<file path="src/rtl/bytevm_pkg.sv">
package bytevm_pkg;

    typedef enum logic [3:0] {
        OP_MOVR = 4'h0,
        OP_MOVI = 4'h1,
        OP_LD   = 4'h2,
        OP_ST   = 4'h3,
        OP_NOPA = 4'h4,
        OP_NOPB = 4'h5,
        OP_XOR  = 4'h6,
        OP_CMP  = 4'h7,
        OP_JZ   = 4'h8,
        OP_JNZ  = 4'h9,
        OP_JMP  = 4'hA,
        OP_STOS = 4'hB,
        OP_SCAS = 4'hC,
        OP_INC  = 4'hD,
        OP_DEC  = 4'hE,
        OP_CHK  = 4'hF
    } opcode_e;

    typedef enum logic [3:0] {
        ST_IDLE,
        ST_FETCH,
        ST_DECODE,
        ST_ARG,
        ST_IMM,
        ST_TLO,
        ST_THI,
        ST_MEMWB,
        ST_DONE
    } state_e;

    typedef struct packed {
        opcode_e    op;
        logic [1:0] dst;
        logic [1:0] src;
    } instr_t;

endpackage

</file>
<file path="src/rtl/bytevm_regfile.sv">
module bytevm_regfile #(
    parameter int NREG = 4,
    parameter int DW   = 8,
    localparam int IDW = $clog2(NREG)
) (
    input  logic               clk,
    input  logic               rst_n,
    input  logic               clr,
    input  logic               we,
    input  logic [IDW-1:0]     waddr,
    input  logic [DW-1:0]      wdata,
    input  logic [IDW-1:0]     ra,
    input  logic [IDW-1:0]     rb,
    output logic [DW-1:0]      rda,
    output logic [DW-1:0]      rdb,
    output logic [NREG*DW-1:0] all_o
);

    for (genvar g = 0; g < NREG; g++) begin : g_reg
        logic [DW-1:0] q;
        always_ff @(posedge clk or negedge rst_n) begin
            if (!rst_n) begin
                q <= '0;
            end else if (clr) begin
                q <= '0;
            end else if (we && (waddr == IDW'(g))) begin
                q <= wdata;
            end
        end
        assign all_o[g*DW +: DW] = q;
    end

    assign rda = all_o[ra*DW +: DW];
    assign rdb = all_o[rb*DW +: DW];

endmodule

</file>
<file path="src/rtl/bytevm_alu.sv">
module bytevm_alu
    import bytevm_pkg::*;
#(
    parameter int DW = 8
) (
    input  opcode_e       op,
    input  logic [DW-1:0] a,
    input  logic [DW-1:0] b,
    output logic [DW-1:0] res,
    output logic          wr,
    output logic          z_wr,
    output logic          z_nxt
);

    logic [DW-1:0] diff;
    assign diff = a - b;

    always_comb begin
        res   = a;
        wr    = 1'b0;
        z_wr  = 1'b0;
        z_nxt = 1'b0;
        case (op)
            OP_MOVR: begin res = b;        wr = 1'b1; end
            OP_XOR:  begin res = a ^ b;    wr = 1'b1; end
            OP_INC:  begin res = a + 1'b1; wr = 1'b1; end
            OP_DEC:  begin res = a - 1'b1; wr = 1'b1; end
            OP_CMP:  begin z_wr = 1'b1; z_nxt = (diff == '0); end
            default: ;
        endcase
    end

endmodule

</file>
<file path="src/rtl/bytevm_branch.sv">
module bytevm_branch
    import bytevm_pkg::*;
(
    input  opcode_e op,
    input  logic    zf,
    output logic    take
);

    always_comb begin
        case (op)
            OP_JZ:   take = zf;
            OP_JNZ:  take = !zf;
            OP_JMP:  take = 1'b1;
            default: take = 1'b0;
        endcase
    end

endmodule

</file>
<file path="src/rtl/bytevm_core.sv">
module bytevm_core
    import bytevm_pkg::*;
#(
    parameter int              AW      = 16,
    parameter int              DW      = 8,
    parameter int              NREG    = 4,
    parameter logic [31:0]     MAGIC   = 32'h0103_0307,
    parameter logic [AW-1:0]   SP_INIT = '0
) (
    input  logic          clk,
    input  logic          rst_n,
    input  logic          start,
    output logic          prog_rd,
    output logic [AW-1:0] prog_addr,
    input  logic [7:0]    prog_data,
    output logic          dmem_rd,
    output logic          dmem_wr,
    output logic [AW-1:0] dmem_addr,
    output logic [DW-1:0] dmem_wdata,
    input  logic [DW-1:0] dmem_rdata,
    output logic          done,
    output logic          pass
);

    localparam int IDW = $clog2(NREG);
    localparam int RW  = NREG * DW;

    state_e        state_q, state_d;
    logic [AW-1:0] ip_q, sp_q;
    logic          z_q, pass_q;
    instr_t        ins_q, cur;
    logic [7:0]    tlo_q;

    logic [DW-1:0] dst_val, src_val, alu_res, rf_wdata;
    logic [RW-1:0] regs_all;
    logic          alu_wr, z_wr, z_nxt, take, rf_we, rf_clr, go;

    assign go  = (state_q == ST_IDLE) && start;
    assign cur = (state_q == ST_DECODE) ? instr_t'(prog_data) : ins_q;

    bytevm_regfile #(.NREG(NREG), .DW(DW)) u_rf (
        .clk   (clk),
        .rst_n (rst_n),
        .clr   (rf_clr),
        .we    (rf_we),
        .waddr (IDW'(cur.dst)),
        .wdata (rf_wdata),
        .ra    (IDW'(cur.dst)),
        .rb    (IDW'(cur.src)),
        .rda   (dst_val),
        .rdb   (src_val),
        .all_o (regs_all)
    );

    bytevm_alu #(.DW(DW)) u_alu (
        .op    (cur.op),
        .a     (dst_val),
        .b     (src_val),
        .res   (alu_res),
        .wr    (alu_wr),
        .z_wr  (z_wr),
        .z_nxt (z_nxt)
    );

    bytevm_branch u_br (
        .op   (ins_q.op),
        .zf   (z_q),
        .take (take)
    );

    // state register
    always_ff @(posedge clk or negedge rst_n) begin
        if (!rst_n) state_q <= ST_IDLE;
        else        state_q <= state_d;
    end

    // next state
    always_comb begin
        state_d = state_q;
        unique case (state_q)
            ST_IDLE:   state_d = start ? ST_FETCH : ST_IDLE;
            ST_FETCH:  state_d = ST_DECODE;
            ST_DECODE: begin
                case (cur.op)
                    OP_MOVI, OP_JZ, OP_JNZ, OP_JMP: state_d = ST_ARG;
                    OP_LD, OP_SCAS:                 state_d = ST_MEMWB;
                    OP_CHK:                         state_d = ST_DONE;
                    default:                        state_d = ST_FETCH;
                endcase
            end
            ST_ARG:    state_d = (ins_q.op == OP_MOVI) ? ST_IMM : ST_TLO;
            ST_IMM:    state_d = ST_FETCH;
            ST_TLO:    state_d = ST_THI;
            ST_THI:    state_d = ST_FETCH;
            ST_MEMWB:  state_d = ST_FETCH;
            ST_DONE:   state_d = ST_IDLE;
            default:   state_d = ST_IDLE;
        endcase
    end

    // outputs and register-file write port
    always_comb begin
        prog_rd    = 1'b0;
        prog_addr  = ip_q;
        dmem_rd    = 1'b0;
        dmem_wr    = 1'b0;
        dmem_addr  = '0;
        dmem_wdata = '0;
        rf_we      = 1'b0;
        rf_wdata   = alu_res;
        rf_clr     = go;
        done       = 1'b0;
        unique case (state_q)
            ST_FETCH, ST_ARG, ST_TLO: prog_rd = 1'b1;
            ST_DECODE: begin
                rf_we = alu_wr;
                case (cur.op)
                    OP_LD: begin
                        dmem_rd   = 1'b1;
                        dmem_addr = AW'(src_val);
                    end
                    OP_ST: begin
                        dmem_wr    = 1'b1;
                        dmem_addr  = AW'(dst_val);
                        dmem_wdata = src_val;
                    end
                    OP_STOS: begin
                        dmem_wr    = 1'b1;
                        dmem_addr  = sp_q;
                        dmem_wdata = dst_val;
                    end
                    OP_SCAS: begin
                        dmem_rd   = 1'b1;
                        dmem_addr = sp_q;
                    end
                    default: ;
                endcase
            end
            ST_IMM: begin
                rf_we    = 1'b1;
                rf_wdata = DW'(prog_data);
            end
            ST_MEMWB: begin
                rf_we    = 1'b1;
                rf_wdata = dmem_rdata;
            end
            ST_DONE: done = 1'b1;
            default: ;
        endcase
    end

    assign pass = pass_q;

    // datapath registers
    always_ff @(posedge clk or negedge rst_n) begin
        if (!rst_n) begin
            ip_q   <= '0;
            sp_q   <= SP_INIT;
            z_q    <= 1'b0;
            ins_q  <= '0;
            tlo_q  <= '0;
            pass_q <= 1'b0;
        end else begin
            unique case (state_q)
                ST_IDLE: begin
                    if (start) begin
                        ip_q   <= '0;
                        sp_q   <= SP_INIT;
                        z_q    <= 1'b0;
                        pass_q <= 1'b0;
                    end
                end
                ST_FETCH, ST_ARG: ip_q <= ip_q + 1'b1;
                ST_DECODE: begin
                    ins_q <= cur;
                    if (z_wr) z_q <= z_nxt;
                    if (cur.op == OP_STOS) sp_q <= sp_q + 1'b1;
                    if (cur.op == OP_SCAS) sp_q <= sp_q - 1'b1;
                    if (cur.op == OP_CHK)  pass_q <= (regs_all == RW'(MAGIC));
                end
                ST_TLO: begin
                    tlo_q <= prog_data;
                    ip_q  <= ip_q + 1'b1;
                end
                ST_THI: begin
                    if (take) ip_q <= AW'({prog_data, tlo_q});
                end
                default: ;
            endcase
        end
    end

endmodule

</file>
<file path="config.mk">
export PLATFORM = sky130hd
export DESIGN_NAME = bytevm_core
export DESIGN_NICKNAME = d
export VERILOG_FILES = /design/src/rtl/bytevm_pkg.sv /design/src/rtl/bytevm_regfile.sv /design/src/rtl/bytevm_alu.sv /design/src/rtl/bytevm_branch.sv /design/src/rtl/bytevm_core.sv
export SDC_FILE = /design/constraint.sdc
export NUM_CORES = 1
export LEC_CHECK = 0
export ABC_CLOCK_PERIOD_IN_PS = 8500
export CAP_MARGIN = 40
export CORE_MARGIN = 2
export CORE_UTILIZATION = 60
export DETAILED_ROUTE_END_ITERATION = 10
export GPL_ROUTABILITY_DRIVEN = 0
export HOLD_SLACK_MARGIN = 0.12
export PLACE_DENSITY_LB_ADDON = 0.2
export SYNTH_ARGS = -nofsm -noshare
export SYNTH_HDL_FRONTEND = slang
export SYNTH_HIERARCHICAL = 1
export SYNTH_SLANG_ARGS = --single-unit
</file>
<file path="constraint.sdc">
create_clock -name clk -period 8.5 [get_ports clk]
set_input_delay 1.7 -clock clk [delete_from_list [all_inputs] [get_ports clk]]
set_output_delay 1.7 -clock clk [all_outputs]
set_load 0.05 [all_outputs]
</file>
==> results of run 1 <==
==> critical path, cell delays in order <==
cell             delay [ns]
clkdlybuf4s50_1        0.69
inv_1                  0.14
mux2i_1                0.65
nor3b_4                0.56
o31ai_4                0.16
nor2_1                 0.14
clkdlybuf4s50_1        0.82
==> report_power, final <==
part,total (W),internal (W),switching (W)
logic,0.00159,0.000613,0.000974
clock network,0.000407,0.000242,0.000165
registers,0.000677,0.000527,0.000150
total,0.00267,0.00138,0.00129
==> per-layer routing <==
layer | part of all wire (%) | global-route usage (%) | up-vias
met5 | 0 | 0 | -
met4 | 2.6 | 11.4 | 0
met3 | 7.6 | 5.70 | 51
met2 | 46 | 52.9 | 337
met1 | 43 | 46.4 | 3158
li1 | - | - | 2929
==> worst max path at each step <==
stage	from	depth (start not counted)	slack (ns)	to
2_1_floorplan	prog_data[6]	6	3.23	dmem_addr[0]
3_3_place_gp	prog_data[5]	7	2.05	dmem_addr[1]
3_5_place_dp	prog_data[5]	7	1.97	dmem_addr[3]
4_1_cts	prog_data[5]	7	1.96	dmem_addr[3]
5_1_grt	prog_data[5]	7	1.77	dmem_addr[7]
6_report	prog_data[5]	7	1.93	dmem_addr[3]
==> layout make-up <==
class / count / area, um2 / area share (%)
Timing Repair Buffer: 70 / 693 / 8.94
Clock buffer: 12 / 256 / 3.31
Clock inverter: 3 / 43.8 / 0.565
Multi-Input combinational cell: 610 / 4310 / 55.6
Inverter: 33 / 124 / 1.60
Tap cell: 140 / 175 / 2.26
Sequential cell: 86 / 2150 / 27.8
==> synth_stat cells, types with 6 or more instances <==
| master | instances |
|---|---|
| inv_1 | 31 |
| mux2i_1 | 54 |
| o22ai_1 | 8 |
| xnor2_1 | 8 |
| nor2b_1 | 6 |
| nor4_1 | 19 |
| nand2_1 | 85 |
| nor4b_1 | 6 |
| nor2_1 | 67 |
| and2_1 | 7 |
| nand2b_1 | 45 |
| nand3_1 | 18 |
| a22oi_1 | 17 |
| mux2_2 | 13 |
| nand4_1 | 10 |
| dfrtp_1 | 86 |
| mux4_2 | 16 |
| clkbuf_1 | 29 |
| or3_1 | 13 |
| a21oi_1 | 29 |
| a222oi_1 | 9 |
| nor3_1 | 20 |
| buf_2 | 8 |
| o21ai_0 | 46 |
| ha_1 | 13 |
| a31oi_1 | 7 |
| a21o_1 | 6 |
==> per-stage QoR <==
| stage | worst slack [ns] | hold WS (ns) |
|---|---|---|
| 6_report | 1.93 | 0.476 |
| 2_1_floorplan | 3.23 | 0.439 |
| 3_5_place_dp | 1.97 | 0.458 |
| 3_3_place_gp | 2.05 | 0.453 |
| 4_1_cts | 1.96 | 0.475 |
| 5_1_grt | 1.77 | 0.500 |
==> sequential cells by signal, summed over array words and instances (netlist names) <==
register   flops
state_q        4
z_q            1
tlo_q          8
ins_q          8
pass           1
sp_q          16
u_rf/g.q      32
prog_addr     16
==> kinds of logic after synthesis <==
family	share of synthesized area, %
buffers and inverters	4.86
and+or+nand+nor	25.5
DFF	31.8
muxes	16.0
AOI/OAI and AO/OA	17.7
adders and majority gates	2.70
xor gates and xnor gates	1.42
==> metrics.md, run 1 <==
| Metric | Value |
|---|---|
| Vias in the first global route | `6154` |
| Largest net degree at the start of global routing | `67` |
| Top post-synthesis cells by area | `dfrtp_1 32%, mux2i_1 8.0%, mux4_2 5.3%` |
| Syn Inst Count | `775` |
| Clock Path Buffers | `2` |
| Leak | `between 3 and 4 nW` |
| Detailed Route WL | `19100 um` |
| Clk_lat worst skew | `0.35 ns` |
| R2R depth | `15` |
| Setup Crit Path Kind | `in2out` |
| Sum Neg Setup Slack | `0 ns` |
| Required @ worst endpoint | `6.80 ns` |
| CTS tree | `built` |
| Die width | `110 um` |
| CORE AREA | `0.0109 mm2` |
| Syn Nets | `808` |
| Total track usage | `approximately 33%` |
| Hold buffer count at cts | `0` |
| H-tree depth | `3` |
| Count of final max-slew check failures | `0` |
| PD cells | `344 mW/mm2` |
| Placement-stage cell area | `about 0.0075 mm2` |
| R2R setup slack | `3.26 ns` |
| First-pass GRT wire length | `31100 um` |
| N_diodes | `0` |
| CP arrival | `4.87 ns` |
| Initial Util | `61.9%` |
| Area growth, synth to finish | `14.5%` |
| Synthesized area | `0.00677 mm2` |
| Ys async rst share | `100%` |
| Most common cell after layout, fill and taps aside | `dfrtp_1` |
| CP Capture Type | `output port` |
| Post-synth EDFFs | `0` |
| Num CTS Buffers | `9` |
| Avg WL per Cell | `20.1 um` |
| Final nets | `843` |
| Post-route design area | `0.00775 mm2` |
| Top cell type's share of synthesized area | `31.8%` |
| DIE HEIGHT | `110 um` |
| Final setup viols | `0` |
| HP Class | `reg2reg` |
| Post-Place Cells | `~940` |
| Hold depth | `2` |
| Total Power | `0.00267 W` |
| FMAX | `0.152 GHz` |
| Worst Tran Pin Value | `0.827 ns` |
| Clk Tree Root Cell | `clkbuf_16` |
| Final ANT Viol Nets | `0` |
| Reg2Reg Capture Point | `u_rf/g_reg[0].q[6]` |
| Count of different cell masters after synthesis | `slightly above 80` |
| Die footprint | `between 0.01 and 0.015 mm2` |
| Worst VDD drop | `0.244 mV` |
| # DRC | `0` |
| Initial antenna violation count | `0` |
| FILL cells | `859` |
| Warnings from Yosys | `6` |
| Relative slew slack | `43.3%` |
| Crit path time final | `roughly 6.6 ns` |
| PortBufs | `63` |
| DPL Wire Length | `13700 um` |
| Most frequent cells in the layout | `86 x dfrtp_1, 85 x nand2_1, 67 x nor2_1` |
| Post-synthesis sequential area ratio | `around a third` |
| # rows | `38` |
| Yosys reg bits | `86` |
| Leading area contributor after synthesis | `dfrtp_1` |
| Number of max-cap violations | `0` |
| Crit path max fanout | `13` |
| Clk sink count | `86` |
| Final Hold Fails | `0` |
| Mean Syn Cell Area | `8.74 um2` |
| I/O pin count | `between 60 and 70` |
| Share of layout cells above drive strength 1 | `under 10%` |
| Finished Layout Cells | `around 950` |
| Crit share post-route | `77.2%` |
| Hold Path Sink | `ins_q[0]` |
| CP Launch Type | `input port` |
| CTS clk-pin slew, worst paths | `0.06 ns` |
| GRT overflow | `0` |
| Status | `finished, final reports clean` |
| Layout Utilization | `70.9%` |
| RSZ-0062 raised after global routing | `no` |
| Cts repair resizes | `0` |
| # Post-CTS Setup Buffers | `0` |
| 1st-pass router iterations | `6` |
| Vias per Instance | `6.79` |
| Clk_skew | `~0.0063 ns` |
| HP Start | `ins_q[0]` |
| Vias | `6475` |
| Main synth FF type | `dfrtp_1` |
| Initial DRC count | `936` |
| Reg-to-Reg Start | `state_q[2]` |
No activity file was read; power rests on OpenSTA's default activity.
==> run 2: changes to the inputs <==
--- a/config.mk
+++ b/config.mk
@@ -5,10 +5,10 @@
 export SDC_FILE = /design/constraint.sdc
 export NUM_CORES = 1
 export LEC_CHECK = 0
-export ABC_CLOCK_PERIOD_IN_PS = 8500
+export ABC_CLOCK_PERIOD_IN_PS = 5900
 export CAP_MARGIN = 40
 export CORE_MARGIN = 2
-export CORE_UTILIZATION = 60
+export CORE_UTILIZATION = 53
 export DETAILED_ROUTE_END_ITERATION = 10
 export GPL_ROUTABILITY_DRIVEN = 0
 export HOLD_SLACK_MARGIN = 0.12
==> constraint.sdc (replaced) <==
create_clock -name clk -period 5.9 [get_ports clk]
set_input_delay 1.18 -clock clk [delete_from_list [all_inputs] [get_ports clk]]
set_output_delay 1.18 -clock clk [all_outputs]
set_load 0.05 [all_outputs]
==> metrics.md, run 2 (synthesis gave the netlist of run 1 again) <==
| Metric | Value |
|---|---|
| Placement-stage cell area | `0.00754 mm2` |
| Cts repair resizes | `0` |
| Final setup viols | `0` |
| Vias in the first global route | `around 6000` |
| Vias per Instance | `6.44` |
| FMAX | `0.182 GHz` |
| N_diodes | `0` |
| Largest register FFs | `32` |
| Detailed Route WL | `19400 um` |
| WL met3 | `1500 um` |
| H-tree depth | `3` |
| Hold buffer count at cts | `0` |
| Clk_skew | `0.0106 ns` |
| Final Hold Fails | `0` |
| Clk Tree Root Cell | `clkbuf_16` |
| CP Launch Type | `input port` |
| First-pass GRT wire length | `31600 um` |
| Clk sink count | `86` |
| Met2 routed WL | `approximately 9200 um` |
| Area growth, synth to finish | `15.8%` |
| Post-route design area | `0.00785 mm2` |
| Sum Neg Setup Slack | `0 ns` |
| CORE AREA | `0.0126 mm2` |
| Share of layout cells above drive strength 1 | `9.77%` |
| Place WS | `0.474 ns` |
| Initial Util | `53.9%` |
| # rows | `41` |
| DIE HEIGHT | `~120 um` |
| Number of max-cap violations | `0` |
| 1st-pass router iterations | `5` |
| RSZ-0062 raised after global routing | `no` |
| # Post-CTS Setup Buffers | `0` |
| Final nets | `about 850` |
| CP arrival | `4.31 ns` |
| Clock Path Buffers | `2` |
| Uppermost routed layer | `met4` |
| CTS tree | `built` |
| Most frequent cells in the layout | `86 x dfrtp_1, 85 x nand2_1, 67 x nor2_1` |
| Status | `finished, final reports clean` |
| Clk_lat worst skew | `around 0.35 ns` |
| Final ANT Viol Nets | `0` |
| Worst Tran Pin Value | `0.913 ns` |
| CTS clk-pin slew, worst paths | `0.06 ns` |
| Setup slack after layout | `0.412 ns` |
| Layout Utilization | `62.4%` |
| Avg WL per Cell | `19.6 um` |
| GRT overflow | `0` |
| Num CTS Buffers | `9` |
| Initial antenna violation count | `0` |
| Leak | `3.29 nW` |
| Crit share post-route | `between 90% and 100%` |
| HP Class | `reg2reg` |
| Largest Register | `u_rf/g.q` |
| Die footprint | `0.0137 mm2` |
| DPL Wire Length | `14100 um` |
| Required @ worst endpoint | `4.72 ns` |
| PD cells | `between 400 and 500 mW/mm2` |
| Setup Crit Path Kind | `in2out` |
| I/O pin count | `64` |
| Relative slew slack | `38.6%` |
| # DRC | `0` |
| PortBufs | `63` |
| Total Power | `about 0.0039 W` |
| Die width | `117 um` |
| Largest net degree at the start of global routing | `39` |
| CP Capture Type | `output port` |
| Crit path max fanout | `13` |
| Count of final max-slew check failures | `0` |
| Metal-1 WL | `8220 um` |
| Initial DRC count | `860` |
| Crit path time final | `5.49 ns` |
| Vias | `about 6400` |
| Worst VDD drop | `0.248 mV` |
| Most common cell after layout, fill and taps aside | `dfrtp_1` |
| Total track usage | `29.6%` |
## run 2: path summary, 6_finish.rpt
path,from,to,slack [ns],cells after the start
worst max register to register,state_q[2],u_rf/g_reg[2].q[7],0.96,17
worst min register to register,ins_q[3],ins_q[3],0.48,2
worst min-delay path,ins_q[3],ins_q[3],0.48,2
max in group asynchronous,rst_n,u_rf/g_reg[3].q[5],4.24,3
min in group asynchronous,rst_n,sp_q[13],0.69,1
worst max-delay path,prog_data[2],dmem_addr[1],0.41,7
## run 2: power breakdown
group / switching (W) / total [W] / internal (W)
logic: 0.00141 / 0.00230 / 0.000891
registers: 0.000212 / 0.000971 / 0.000759
clock network: 0.000235 / 0.000585 / 0.000350
total: 0.00185 / 0.00385 / 0.00200
## run 2: area by class of cell
cell class                 instances  area (um2)
fill                            1093        4720
tap                              172         215
timing repair buffer              75         739
sequential                        86        2150
clock inverter                     4        53.8
inverter                          33         124
multi-input combinational        610        4310
clock buffer                      11         253
## run 2: critical path: stages
cell	delay, ns
clkdlybuf4s50_1	0.58
nand2_1	0.11
nand2_1	0.47
mux4_2	0.75
a222oi_1	0.43
nor2_1	0.07
clkdlybuf4s50_1	0.71
## run 2: metal layers
metal	global-route usage [%]	vias up
li1	-	2944
met1	41.0	3105
met2	47.7	296
met3	4.84	41
met4	9.88	0
met5	0	-
## run 2: per-stage QoR
stage	hold WS, ns	cells
floorplan	0.439	775
global placement	0.453	972
detailed placement	0.465	976
CTS	0.481	991
global route	0.509	991
finish	0.477	991
